[src/rtl/cec_rx_pkg.sv]
package cec_rx_pkg;
  typedef enum logic {RX_IDLE = 1'b0, RX_BLOCK = 1'b1} rxState_e;

  typedef struct packed {
    logic shiftEn;
    logic clearShift;
    logic loadData;
    logic setStart;
    logic setBlock;
    logic setOvf;
  } rxStrobe_t;
endpackage

[src/rtl/cec_rx_ctrl.sv]
module cec_rx_ctrl
  import cec_rx_pkg::*;
#(
  parameter int DATA_W = 8,
  parameter int ADDR_W = 4
) (
  input  logic              clk,
  input  logic              rstN,
  input  logic              enable,
  input  logic              addrCmpEn,
  input  logic [ADDR_W-1:0] devAddr,
  input  logic              symValid,
  input  logic              symStart,
  input  logic              ovfStrobe,
  input  logic [ADDR_W-1:0] destField,
  input  logic              eomBit,
  output rxStrobe_t         strb
);
  localparam int LAST = DATA_W + 1;
  localparam int CNT_W = $clog2(LAST + 1);
  localparam logic [CNT_W-1:0] LAST_CNT = CNT_W'(LAST);

  rxState_e state, nextState;
  logic [CNT_W-1:0] bitCnt, nextCnt;
  logic isHeader, nextHdr;
  logic gotBit, destMiss;

  assign gotBit   = symValid && !symStart;
  assign destMiss = isHeader && addrCmpEn && (destField != devAddr);

  always_comb begin
    strb      = '0;
    nextState = state;
    nextCnt   = bitCnt;
    nextHdr   = isHeader;
    if (!enable) begin
      nextState = RX_IDLE;
      nextCnt   = '0;
    end else if (symValid && symStart) begin
      strb.setStart   = 1'b1;
      strb.clearShift = 1'b1;
      nextState       = RX_BLOCK;
      nextCnt         = '0;
      nextHdr         = 1'b1;
    end else if (state == RX_BLOCK && ovfStrobe) begin
      strb.setOvf = 1'b1;
      nextState   = RX_IDLE;
      nextCnt     = '0;
    end else if (state == RX_BLOCK && gotBit) begin
      if (bitCnt == LAST_CNT) begin
        nextCnt = '0;
        if (destMiss) begin
          nextState = RX_IDLE;
        end else begin
          strb.loadData   = 1'b1;
          strb.setBlock   = 1'b1;
          strb.clearShift = 1'b1;
          nextHdr         = 1'b0;
          if (eomBit) nextState = RX_IDLE;
        end
      end else begin
        strb.shiftEn = 1'b1;
        nextCnt      = bitCnt + 1'b1;
      end
    end
  end

  always_ff @(posedge clk or negedge rstN) begin
    if (!rstN) begin
      state    <= RX_IDLE;
      bitCnt   <= '0;
      isHeader <= 1'b0;
    end else begin
      state    <= nextState;
      bitCnt   <= nextCnt;
      isHeader <= nextHdr;
    end
  end

  a_r12_disable_idle: assert property (@(posedge clk) disable iff (!rstN)
    !enable |=> state == RX_IDLE);
  a_r3_load_at_ack: assert property (@(posedge clk) disable iff (!rstN)
    strb.loadData |-> (state == RX_BLOCK && bitCnt == LAST_CNT));
  a_r9_ovf_in_msg: assert property (@(posedge clk) disable iff (!rstN)
    strb.setOvf |-> state == RX_BLOCK);
  a_r3_cnt_range: assert property (@(posedge clk) disable iff (!rstN)
    bitCnt <= LAST_CNT);
  a_r7_idle_no_load: assert property (@(posedge clk) disable iff (!rstN)
    (state == RX_IDLE) |-> !strb.loadData);
endmodule

[src/rtl/cec_rx_datapath.sv]
module cec_rx_datapath
  import cec_rx_pkg::*;
#(
  parameter int DATA_W = 8,
  parameter int ADDR_W = 4
) (
  input  logic              clk,
  input  logic              rstN,
  input  rxStrobe_t         strb,
  input  logic              symBit,
  input  logic              swapBits,
  input  logic              ieStart,
  input  logic              ieBlock,
  input  logic              ieOvf,
  input  logic              clrStart,
  input  logic              clrBlock,
  input  logic              clrOvf,
  output logic [ADDR_W-1:0] destField,
  output logic              eomBit,
  output logic [DATA_W-1:0] rxData,
  output logic              rxEom,
  output logic              rxAck,
  output logic              stStart,
  output logic              stBlock,
  output logic              stOvf,
  output logic              irq
);
  localparam int SH_W = DATA_W + 1;

  logic [SH_W-1:0]   shiftReg;
  logic [DATA_W-1:0] rawByte, mirrored, storeByte;

  assign rawByte   = shiftReg[SH_W-1:1];
  assign eomBit    = shiftReg[0];
  assign destField = rawByte[ADDR_W-1:0];

  for (genvar gi = 0; gi < DATA_W; gi++) begin : g_mirror
    assign mirrored[gi] = rawByte[DATA_W-1-gi];
  end
  assign storeByte = swapBits ? mirrored : rawByte;

  always_ff @(posedge clk or negedge rstN) begin
    if (!rstN) begin
      shiftReg <= '0;
    end else if (strb.clearShift) begin
      shiftReg <= '0;
    end else if (strb.shiftEn) begin
      shiftReg <= {shiftReg[SH_W-2:0], symBit};
    end
  end

  always_ff @(posedge clk or negedge rstN) begin
    if (!rstN) begin
      rxData <= '0;
      rxEom  <= 1'b0;
      rxAck  <= 1'b0;
    end else if (strb.loadData) begin
      rxData <= storeByte;
      rxEom  <= eomBit;
      rxAck  <= symBit;
    end
  end

  always_ff @(posedge clk or negedge rstN) begin
    if (!rstN) begin
      stStart <= 1'b0;
      stBlock <= 1'b0;
      stOvf   <= 1'b0;
    end else begin
      stStart <= strb.setStart | (stStart & ~clrStart);
      stBlock <= strb.setBlock | (stBlock & ~clrBlock);
      stOvf   <= strb.setOvf   | (stOvf   & ~clrOvf);
    end
  end

  assign irq = (stStart & ieStart) | (stBlock & ieBlock) | (stOvf & ieOvf);

  a_r3_data_on_load: assert property (@(posedge clk) disable iff (!rstN)
    !$stable(rxData) |-> $past(strb.loadData));
  a_r10_block_rise: assert property (@(posedge clk) disable iff (!rstN)
    $rose(stBlock) |-> $past(strb.setBlock));
  a_r10_ovf_hold: assert property (@(posedge clk) disable iff (!rstN)
    ($past(stOvf) && !$past(clrOvf)) |-> stOvf);
  a_r11_irq_needs_flag: assert property (@(posedge clk) disable iff (!rstN)
    irq |-> (stStart || stBlock || stOvf));
endmodule

[src/rtl/cec_frame_rx.sv]
module cec_frame_rx
  import cec_rx_pkg::*;
#(
  parameter int DATA_W = 8,
  parameter int ADDR_W = 4
) (
  input  logic              clk,
  input  logic              rstN,
  input  logic              enable,
  input  logic              addrCmpEn,
  input  logic [ADDR_W-1:0] devAddr,
  input  logic              swapBits,
  input  logic              symValid,
  input  logic              symStart,
  input  logic              symBit,
  input  logic              ovfStrobe,
  input  logic              ieStart,
  input  logic              ieBlock,
  input  logic              ieOvf,
  input  logic              clrStart,
  input  logic              clrBlock,
  input  logic              clrOvf,
  output logic [DATA_W-1:0] rxData,
  output logic              rxEom,
  output logic              rxAck,
  output logic              stStart,
  output logic              stBlock,
  output logic              stOvf,
  output logic              irq
);
  rxStrobe_t         strb;
  logic [ADDR_W-1:0] destField;
  logic              eomBit;

  cec_rx_ctrl #(.DATA_W(DATA_W), .ADDR_W(ADDR_W)) u_ctrl (
    .clk(clk), .rstN(rstN), .enable(enable), .addrCmpEn(addrCmpEn),
    .devAddr(devAddr), .symValid(symValid), .symStart(symStart),
    .ovfStrobe(ovfStrobe), .destField(destField), .eomBit(eomBit),
    .strb(strb)
  );

  cec_rx_datapath #(.DATA_W(DATA_W), .ADDR_W(ADDR_W)) u_dp (
    .clk(clk), .rstN(rstN), .strb(strb), .symBit(symBit),
    .swapBits(swapBits), .ieStart(ieStart), .ieBlock(ieBlock),
    .ieOvf(ieOvf), .clrStart(clrStart), .clrBlock(clrBlock),
    .clrOvf(clrOvf), .destField(destField), .eomBit(eomBit),
    .rxData(rxData), .rxEom(rxEom), .rxAck(rxAck), .stStart(stStart),
    .stBlock(stBlock), .stOvf(stOvf), .irq(irq)
  );
endmodule

[config.mk]
export PLATFORM = sky130hd
export DESIGN_NAME = cec_frame_rx
export DESIGN_NICKNAME = d
export VERILOG_FILES = /design/src/rtl/cec_rx_pkg.sv /design/src/rtl/cec_rx_ctrl.sv /design/src/rtl/cec_rx_datapath.sv /design/src/rtl/cec_frame_rx.sv
export SDC_FILE = /design/constraint.sdc
export NUM_CORES = 1
export LEC_CHECK = 0
export BUFFER_PORTS_ARGS = -buffer_cell sky130_fd_sc_hd__buf_2
export CORE_MARGIN = 2
export CORE_UTILIZATION = 55
export CTS_CLUSTER_SIZE = 12
export DETAILED_ROUTE_END_ITERATION = 7
export PLACE_DENSITY_LB_ADDON = 0.05
export SLEW_MARGIN = 30
export SYNTH_ARGS = -nofsm -noshare
export SYNTH_HDL_FRONTEND = slang
export SYNTH_SLANG_ARGS = --single-unit
[constraint.sdc]
create_clock -name clk -period 2.95 [get_ports clk]
set_input_delay 0.1475 -clock clk [delete_from_list [all_inputs] [get_ports clk]]
set_output_delay 0.1475 -clock clk [all_outputs]
set_load 0.03 [all_outputs]
[After elaboration in Yosys (flattened, before gate mapping)]
Index checks and enable logic that the tools add are counted.
W data, S select, Z words.
Storage, ports and cells
  register bits: 28
  output and inout port bits: 14
  logic and storage cells: 80
Operators by class
  add/sub/neg operators: 1
  reductions and logical operators: 12
  bitwise logic cells: 14
  equal/unequal tests: 7
  multiplexer cells: 36
Operators with widths (number)
  $mux W1: 22
  $mux W4: 5
  $mux W9: 2
  $mux W8: 1
  $ne A4 B1 Y1 const B: 2
  $and A1 B1 Y1: 6
  $logic_and A1 B1 Y1: 6
  $mux W2: 3
  $mux W3: 2
  $mux W6: 1
  $reduce_bool A2 Y1: 3
  $ne A5 B1 Y1 const B: 1
  $or A1 B1 Y1: 5
  $reduce_and A5 Y1: 1
  $add A4 B1 Y4 const B: 1
  $eq A4 B4 Y1 const B: 1
  $ne A4 B4 Y1: 1
  $not A1 Y1: 3
  $reduce_and A3 Y1: 1
  $ne A2 B1 Y1 const B: 1
  $ne A2 B2 Y1 const B: 1
  $logic_not A1 Y1: 1

[Longest topological paths before layout]
Gate-level depths: netlist of run 1.
  depth in word-level cells: 10
  depth in mapped cells: 7
  mapped depth without buffers: 6

[Modules after synthesis]
A second synthesis of run 1 with hierarchy kept.
Second synthesis, totals
  cell total of the unflattened synthesis: 133
  area total of the unflattened synthesis: 1415.1 µm²
By module, submodules not included
  cec_rx_datapath: area an instance 969.7 µm², cells an instance 83, times used 1
  cec_rx_ctrl: area an instance 445.4 µm², cells an instance 50, times used 1

[Least setup slack after synthesis of run 1]
No wires, ideal clock.
  kind: register -> register
  from: register u_ctrl.bitCnt[1]
  to: register u_dp.rxAck
  path buffers: 1
  library setup time: 0.125 ns
  period minus slack after synthesis: 1.832 ns
  slack: 1.118 ns
  data required time: 2.825 ns
  cell stages (with the launch flop): 8
  data arrival time: 1.707 ns
  cells stage by stage: dfrtp_1 > inv_1 > ha_1 > nand3b_1 > or3_1 > or2_1 > buf_6 > mux2_4
On the way
  longest elaborated chain between the ends: 6
Ends and longest elaborated chain
  start, declared: line cec_rx_ctrl.sv:24  | logic [CNT_W-1:0] bitCnt, nextCnt;
  start signal, assigned: line cec_rx_ctrl.sv:75  | bitCnt <= nextCnt;
  $eq A4 B4 Y1: line cec_rx_ctrl.sv:50  | if (bitCnt == LAST_CNT) begin
  $mux W2: line cec_rx_ctrl.sv:50
  $mux W3: line cec_rx_ctrl.sv:49  | end else if (state == RX_BLOCK && gotBit) begin
  $mux W3: line cec_rx_ctrl.sv:45  | end else if (state == RX_BLOCK && ovfStrobe) begin
  $mux W1: line cec_rx_ctrl.sv:39  | end else if (symValid && symStart) begin
  $mux W6: line cec_rx_ctrl.sv:36  | if (!enable) begin
  end signal, assigned: line cec_rx_datapath.sv:60  | rxAck <= symBit;
  end, declared: line cec_rx_datapath.sv:22  | output logic rxAck,
Every way passes these cells.
A chain may end at the register's enable or synchronous reset.

[Worst setup path after layout of run 1]
  from: register u_ctrl.bitCnt[1]
  to: register u_dp.rxData[4]
On the way
  longest elaborated chain between the ends: 6
Ends and longest elaborated chain
  $eq A4 B4 Y1: line cec_rx_ctrl.sv:50
  $mux W2: line cec_rx_ctrl.sv:50
  $mux W3: line cec_rx_ctrl.sv:49
  $mux W3: line cec_rx_ctrl.sv:45
  $mux W1: line cec_rx_ctrl.sv:39
  $mux W6: line cec_rx_ctrl.sv:36
  end signal, assigned: line cec_rx_datapath.sv:58  | rxData <= storeByte;
  end, declared: line cec_rx_datapath.sv:20  | output logic [DATA_W-1:0] rxData,
Every way passes these cells.

==> impl_summary.log, run 1 <==
INFO  metric run_status = finished, final reports clean
INFO  metric synth_sequential_area_ratio = 0.509
INFO  metric cts.sink_count = 28
INFO  metric clkPwrFrac = 0.361
INFO  metric die_y = around 54 um
INFO  metric irDropWorstVdd = 341 uV
INFO  metric synth-seq-cells = 28
INFO  metric postLayoutCoreUtil = 0.681
INFO  metric period_needed = 2090 ps
INFO  metric port_buffers = 32
INFO  metric final_layout_size_suffix_gt1_frac = 0.366
INFO  metric reg2regPathDepth = 6
INFO  metric synthFlopType = sky130_fd_sc_hd__dfrtp_1
INFO  metric synthesis.instances = about 120
INFO  metric worst_hold_path.endpoint = u_dp.rxAck
INFO  metric worst-endpoint-arrival = 2320 ps
INFO  metric synth.cell_area = 0.00138 sq mm
INFO  metric post_place_setup_slack = 845 ps
INFO  metric worstPathRequired = 3180 ps
INFO  metric finalWorstSetupSlack = 858 ps
INFO  metric antenna-diode-count = 0
INFO  metric antenna_found_initial = 0
INFO  metric cts-htree-levels = 1
INFO  metric fin_setup_tns = 0 ps
INFO  metric design.die.area = 0.00292 sq mm
INFO  metric drt-pass1-iter-count = 4
INFO  metric drt_iter0_markers = 15
INFO  metric synth_enable_flop_cells = 0
INFO  metric switching_share = 0.216
INFO  metric rr_startpoint = u_ctrl.bitCnt[1]
INFO  metric ys.warnings.count = 0
INFO  metric post_drt_wl_per_cell = 14.1 um
INFO  metric ys_top_cells_by_area = sky130_fd_sc_hd__dfrtp_1, sky130_fd_sc_hd__mux2_4, sky130_fd_sc_hd__mux2_2, sky130_fd_sc_hd__mux2i_1, sky130_fd_sc_hd__nor2_1
INFO  metric cts.repair.resized = 0
INFO  metric total_switching_power = between 0.15 and 0.2 mW
INFO  metric synth.net_count = 136
INFO  metric layout_commonest_cell = sky130_fd_sc_hd__buf_2
INFO  metric remaining_global_route_overflow = 0
INFO  metric static-leakage-power = 0.874 nW
INFO  metric postSynthAreaPerCell = roughly 12 sq um
INFO  metric report.final.setup_viol = 0
INFO  metric std_cell_rows = 18
INFO  metric yosysUniqueCellTypes = 29
INFO  metric area_growth_syn_to_layout = 20.2%
INFO  metric critical_path.startpoint_type = flip-flop
INFO  metric r2r_slack = 860 ps
INFO  metric core = 0.00243 sq mm
INFO  metric worstReg2RegEnd = u_dp.rxData[4]
INFO  metric netlist.area_leader.share = 0.509
INFO  metric portion_of_total_power_attributed_to_combinational_logic = 0.079
INFO  metric tritoncts.num_buffers = 3
INFO  metric final_min_period_over_clock_period = 0.709
INFO  metric hold_depth = 2
INFO  metric layout_common_cells = sky130_fd_sc_hd__buf_2, sky130_fd_sc_hd__dfrtp_1, sky130_fd_sc_hd__nor2_1, sky130_fd_sc_hd__mux2_2
INFO  metric clock.fmax = 0.478 GHz
INFO  metric floorplan.initialDensity = 0.566
INFO  metric power_density = 422 mW/mm^2
INFO  metric worst_clock_skew = 8.43 ps
INFO  metric largest_net_degree_at_the_start_of_global_routing = 29
INFO  metric track_usage = 0.193
INFO  metric clk_pin_slew_worst_paths = 160 ps
INFO  metric synthArstFlopShare = 1.00
INFO  metric first_global_vias = 929
INFO  metric viasPerCell = 5.40
INFO  metric remaining_drc_errors = 0
INFO  metric slew-limit-headroom = 0.554
INFO  metric detailroute.via_count = 988
INFO  metric postRouteWirelength = ~2600 um
INFO  metric clkLatencyLatePin = 330 ps
INFO  metric power.share.sequential = 0.561
INFO  metric tritoncts_clock_tree = built
INFO  metric ioPinCount = 33
INFO  metric min_delay_startpoint = symBit
INFO  metric report.final.hold_viol_count = 0
INFO  metric synth_area_leader_cell = sky130_fd_sc_hd__dfrtp_1
INFO  metric worst-path-max-fanout = 11
INFO  metric nNetsFinal = around 180
INFO  metric timing.final.max_slew_violations = 0
INFO  metric rsz0062_at_grt = no
INFO  metric endpoint_kind = flip-flop
INFO  metric p_int = between 0.5 and 0.6 mW
INFO  metric hold_class = primary input to flip-flop
INFO  metric drv_cap = 0
INFO  metric clock_tree.buffer_depth = 2
INFO  metric worst_pin_slew = 668 ps
INFO  metric timing_worst_setup_path_type = flip-flop to flip-flop
INFO  metric place_congestion = about 0.73
INFO  metric die-width = between 50 and 60 um
INFO  metric grt_pass1_wl = 3990 um
INFO  metric drt.antenna.violating_nets = 0
INFO  metric place_hpwl = 1860 um
INFO  metric clock_root_buffer = sky130_fd_sc_hd__clkbuf_4
## area by class of cell
cell class | instances | area (sq um)
clock inverters | 1 | 30.0
fillers | 207 | 777
multi-input cells | 77 | 631
flip-flops and latches | 28 | 701
repair buffers | 37 | 208
inverters | 7 | 26.3
well taps | 30 | 37.5
clock buffers | 3 | 22.5
## synth_stat cells, types with 2 or more instances
| cell type | instances |
|---|---|
| sky130_fd_sc_hd__inv_1 | 7 |
| sky130_fd_sc_hd__o21ai_0 | 4 |
| sky130_fd_sc_hd__nand2_1 | 5 |
| sky130_fd_sc_hd__xnor2_1 | 4 |
| sky130_fd_sc_hd__ha_1 | 2 |
| sky130_fd_sc_hd__or3_1 | 2 |
| sky130_fd_sc_hd__dfrtp_1 | 28 |
| sky130_fd_sc_hd__mux2_4 | 9 |
| sky130_fd_sc_hd__a21oi_1 | 4 |
| sky130_fd_sc_hd__mux2i_1 | 9 |
| sky130_fd_sc_hd__nand3_1 | 4 |
| sky130_fd_sc_hd__mux2_2 | 10 |
| sky130_fd_sc_hd__nor3_1 | 2 |
| sky130_fd_sc_hd__nor2_1 | 10 |
## per-stage QoR
stage          instance area (sq um)  instances  hold slack [ps]  power [mW]
3_5_place_dp                    1560        175              192       0.450
6_report                        1660        183             55.3       0.698
2_1_floorplan                   1380        115             -148       0.421
5_1_grt                         1660        183             43.2       0.724
3_3_place_gp                    1560        175              190       0.449
4_1_cts                         1660        183             51.5       0.700
## flip-flops by register name, summed over array words and instances (netlist names)
signal / cells
u_dp.rxEom: 1
u_dp.stOvf: 1
u_ctrl.bitCnt: 4
u_dp.stStart: 1
u_dp.rxAck: 1
u_dp.shiftReg: 9
u_ctrl.state: 1
u_dp.rxData: 8
u_dp.stBlock: 1
u_ctrl.isHeader: 1
## power by group through the flow
| stage | combinational [mW] | sequential [mW] | clock (mW) |
|---|---|---|---|
| CTS | 0.0556 | 0.392 | 0.253 |
| detailed placement | 0.0514 | 0.399 | 0 |
| floorplan | 0.0196 | 0.401 | 0 |
| global route | 0.0618 | 0.392 | 0.269 |
| global placement | 0.0503 | 0.398 | 0 |
| finish | 0.0549 | 0.392 | 0.252 |
## critical path: stages (launching register included)
cell and delay [ps]:
sky130_fd_sc_hd__dfrtp_1 440, sky130_fd_sc_hd__inv_1 60, sky130_fd_sc_hd__ha_1 150, sky130_fd_sc_hd__nand3b_1 90, sky130_fd_sc_hd__or3_1 390, sky130_fd_sc_hd__or2_1 470, sky130_fd_sc_hd__mux2_4 390
## per-layer routing
metal	routed length (um)	GRT usage	vias up
met2	1280	0.333	25
met3	102	0.0250	2
met5	0	0	-
met1	1200	0.249	479
li1	-	-	482
met4	10	0.0625	0
## what timing repair did
action	CTS	global route
endpoints found under the setup margin	0	0
hold buffers	4	0
endpoints found under the hold margin	31	0
buffers inserted	0	0
## cell families (layout without fill, tap and decap cells)
kind of cell,after synthesis,after routing,synth area share
AND/OR/NAND/NOR,29,29,0.104
multiplexers,28,28,0.245
buffers and inverters,10,48,0.0336
adder cells (fa/ha/maj),2,2,0.0182
flip-flops,28,28,0.509
XOR/XNOR,4,4,0.0254
AO/OA/AOI/OAI,14,14,0.0654
## worst max path at each step
stage | startpoint | end | slack, ps | cells past startpoint
2_1_floorplan | u_ctrl.bitCnt[1] | u_dp.rxAck | 1120 | 7
6_report | u_ctrl.bitCnt[1] | u_dp.rxData[4] | 860 | 6
3_5_place_dp | u_ctrl.bitCnt[1] | u_dp.rxData[6] | 840 | 6
5_1_grt | u_ctrl.bitCnt[1] | u_dp.rxData[3] | 720 | 6
4_1_cts | u_ctrl.bitCnt[1] | u_dp.rxData[4] | 820 | 6
3_3_place_gp | u_ctrl.bitCnt[1] | u_dp.rxData[6] | 930 | 6
No activity file was read; power rests on OpenSTA's default activity.
==> inputs of run 2 (changes only) <==
- CORE_UTILIZATION: 55 -> 47
- clock period: 2.95 -> 1.9 ns (I/O delays scaled with it)
==> impl_summary.log, run 2 (synthesis gave the netlist of run 1 again) <==
INFO  metric endpoint_kind = flip-flop
INFO  metric critical_path.startpoint_type = flip-flop
INFO  metric antenna_found_initial = 0 (unchanged)
INFO  metric fin_setup_tns = -111 ps (-111 ps)
INFO  metric crit_path_start = u_ctrl.bitCnt[1]
INFO  metric postLayoutCoreUtil = 0.635 (-0.0454)
INFO  metric finalWorstSetupSlack = -28.6 ps (-887 ps)
INFO  metric largest_reg_flops = 9 (unchanged)
INFO  metric final_layout_size_suffix_gt1_frac = 0.424 (+0.0582)
INFO  metric nFillCells = 229 (+11%)
INFO  metric layout_commonest_cell = sky130_fd_sc_hd__buf_2
INFO  metric worstPathRequired = 2120 ps (-1060 ps)
INFO  metric ioPinCount = 33 (unchanged)
INFO  metric std_cell_rows = 19 (+1)
INFO  metric floorplan.initialDensity = 0.495 (-0.0711)
INFO  metric largest_registers_in_the_final_layout = u_dp.shiftReg: 9 flops, u_dp.rxData: 8 flops, u_ctrl.bitCnt: 4 flops
INFO  metric period_needed = 1930 ps (-163 ps)
INFO  metric run_status = finished, violations left
INFO  metric rsz0062_at_grt = yes
INFO  metric worst-endpoint-arrival = 2150 ps (-170 ps)
INFO  metric clock_tree.buffer_depth = 2 (unchanged)
INFO  metric rr_startpoint = u_ctrl.bitCnt[1]
INFO  metric worst-path-max-fanout = 6 (-5)
INFO  metric remaining_global_route_overflow = 0 (unchanged)
INFO  metric report.final.setup_viol = 9 (+9)
INFO  metric drt_iter0_markers = 32 (+17)
INFO  metric track_usage = 0.178 (-0.0142)
INFO  metric failed_checks = negative setup slack
INFO  metric place_hpwl = 2020 um (+8.5%)
INFO  metric worst_pin_slew = 625 ps (-43.0 ps)
INFO  metric registers.top_by_ff_count = u_dp.shiftReg
INFO  metric area_growth_syn_to_layout = 28.2%
INFO  metric hold_class = primary input to flip-flop
INFO  metric multi_input_area = 641 sq um (+1.6%)
INFO  metric clk_pin_slew_worst_paths = 150 ps (about the same)
INFO  metric worst_clock_skew = 11.1 ps (+2.65 ps)
INFO  metric drt.antenna.violating_nets = 0 (unchanged)
INFO  metric final_min_period_over_clock_period = 1.02 (+0.306)
INFO  metric min_delay_startpoint = ovfStrobe
INFO  metric core = 0.00278 sq mm (+14%)
INFO  metric irDropWorstVdd = 558 uV (+64%)
INFO  metric clock_root_buffer = sky130_fd_sc_hd__clkbuf_4
INFO  metric place_congestion = 0.767 (+5.3%)
INFO  metric drv_cap = 0 (unchanged)
INFO  metric largest_net_degree_at_the_start_of_global_routing = 29 (unchanged)
INFO  metric tritoncts.num_buffers = 3 (unchanged)
INFO  metric ff_latch_area = 701 sq um (unchanged)
INFO  metric die-width = 58.1 um (+7.6%)
INFO  metric port_buffers = 32 (unchanged)
INFO  metric slew-limit-headroom = 0.583 (+0.0287)
INFO  metric drt-pass1-iter-count = 4 (unchanged)
INFO  metric design.die.area = 0.00338 sq mm (+16%)
INFO  metric detailroute.via_count = 1026 (+3.8%)
INFO  metric nNetsFinal = 187 (+6.9%)
INFO  metric post_drt_wl_per_cell = 14.4 um (+2.0%)
INFO  metric first_global_vias = 980 (+5.5%)
INFO  metric clock.fmax = 0.519 GHz (+8.4%)
INFO  metric viasPerCell = 5.23 (-3.0%)
INFO  metric cts-htree-levels = 1 (unchanged)
INFO  metric report.final.hold_viol_count = 0 (unchanged)
INFO  metric postRouteWirelength = 2830 um (+9.2%)
INFO  metric die_y = 58.1 um (+7.6%)
INFO  metric clkLatencyLatePin = 330 ps (about the same)
INFO  metric cts.sink_count = 28 (unchanged)
INFO  metric remaining_drc_errors = 0 (unchanged)
INFO  metric timing.final.max_slew_violations = 0 (unchanged)
INFO  metric static-leakage-power = 0.940 nW (+7.6%)
INFO  metric grt_pass1_wl = 4600 um (+15%)
INFO  metric tritoncts_clock_tree = built
INFO  metric layout_common_cells = sky130_fd_sc_hd__buf_2, sky130_fd_sc_hd__dfrtp_1, sky130_fd_sc_hd__nor2_1, sky130_fd_sc_hd__mux2_2, sky130_fd_sc_hd__buf_4
INFO  metric timing_worst_setup_path_type = flip-flop to flip-flop
INFO  metric antenna-diode-count = 0 (unchanged)
INFO  metric power_density = 618 mW/mm^2 (+47%)
INFO  metric total_power = 1.09 mW (+56%)
-- run 2: changes by cell type in the layout (fill, tap and decap cells not counted), sizes merged --
cell / previous run / this run
buf: 33 / 44
dlygate4sd3: 4 / 5
-- run 2: critical path: stages (launching register included) --
cell and delay (ps):
sky130_fd_sc_hd__dfrtp_1 410, sky130_fd_sc_hd__inv_1 70, sky130_fd_sc_hd__ha_2 170, sky130_fd_sc_hd__nand3b_1 100, sky130_fd_sc_hd__or3_4 400, sky130_fd_sc_hd__or2_4 250
sky130_fd_sc_hd__buf_6 140, sky130_fd_sc_hd__mux2_4 290
-- run 2: timing repair --
| action | in CTS | in global routing |
|---|---|---|
| gates cloned | 0 | 0 |
| endpoints found under the setup margin | 10 | 10 |
| resized for setup | 3 | 2 |
| setup buffers | 0 | 2 |
| hold buffers | 4 | 1 |
| pin swaps | 0 | 1 |
| endpoints found under the hold margin | 31 | 1 |
-- run 2: per-layer routing --
metal | share of wire | track usage | routed length (um) | vias up
met3 | 0.032 | 0.0268 | 91 | 2
met4 | 0.0064 | 0.0432 | 18 | 0
li1 | - | - | - | 499
met2 | 0.50 | 0.299 | 1400 | 22
met5 | 0 | 0 | 0 | -
met1 | 0.47 | 0.245 | 1310 | 503
-- run 2: layout make-up --
class                   instances  area share
inverters                       7      0.0149
well taps                      31      0.0220
flip-flops and latches         28       0.397
multi-input cells              77       0.363
clock inverters                 1      0.0170
clock buffers                   3      0.0127
repair buffers                 49       0.174
-- run 2: worst paths after layout --
kind                                     to  slack (ps)  depth (start not counted)
min reg2reg                  u_dp.rxData[4]         530                          1
min in group asynchronous  u_dp.shiftReg[5]         300                          2
min                              u_dp.stOvf          30                          3
max reg2reg                      u_dp.rxAck         -30                          7
max in group asynchronous        u_dp.rxEom        1190                          2
max                              u_dp.rxAck         -30                          7
-- run 2: report_power, final --
group | switching [mW] | internal [mW] | leakage (nW)
sequential | 0.00447 | 0.602 | 0.384
combinational | 0.0542 | 0.0403 | 0.529
clock | 0.179 | 0.213 | 0.0279
total | 0.237 | 0.855 | 0.940
-- run 2: through the flow --
stage	instance area [sq um]	cells	worst slack, ps	hold WS (ps)
6_report	1770	196	-28.6	32.7
4_1_cts	1740	193	-12.9	2.93
3_3_place_gp	1630	185	51.9	149
3_5_place_dp	1630	185	-17.3	151
2_1_floorplan	1380	115	67.8	-201
5_1_grt	1770	196	-73.7	27.2
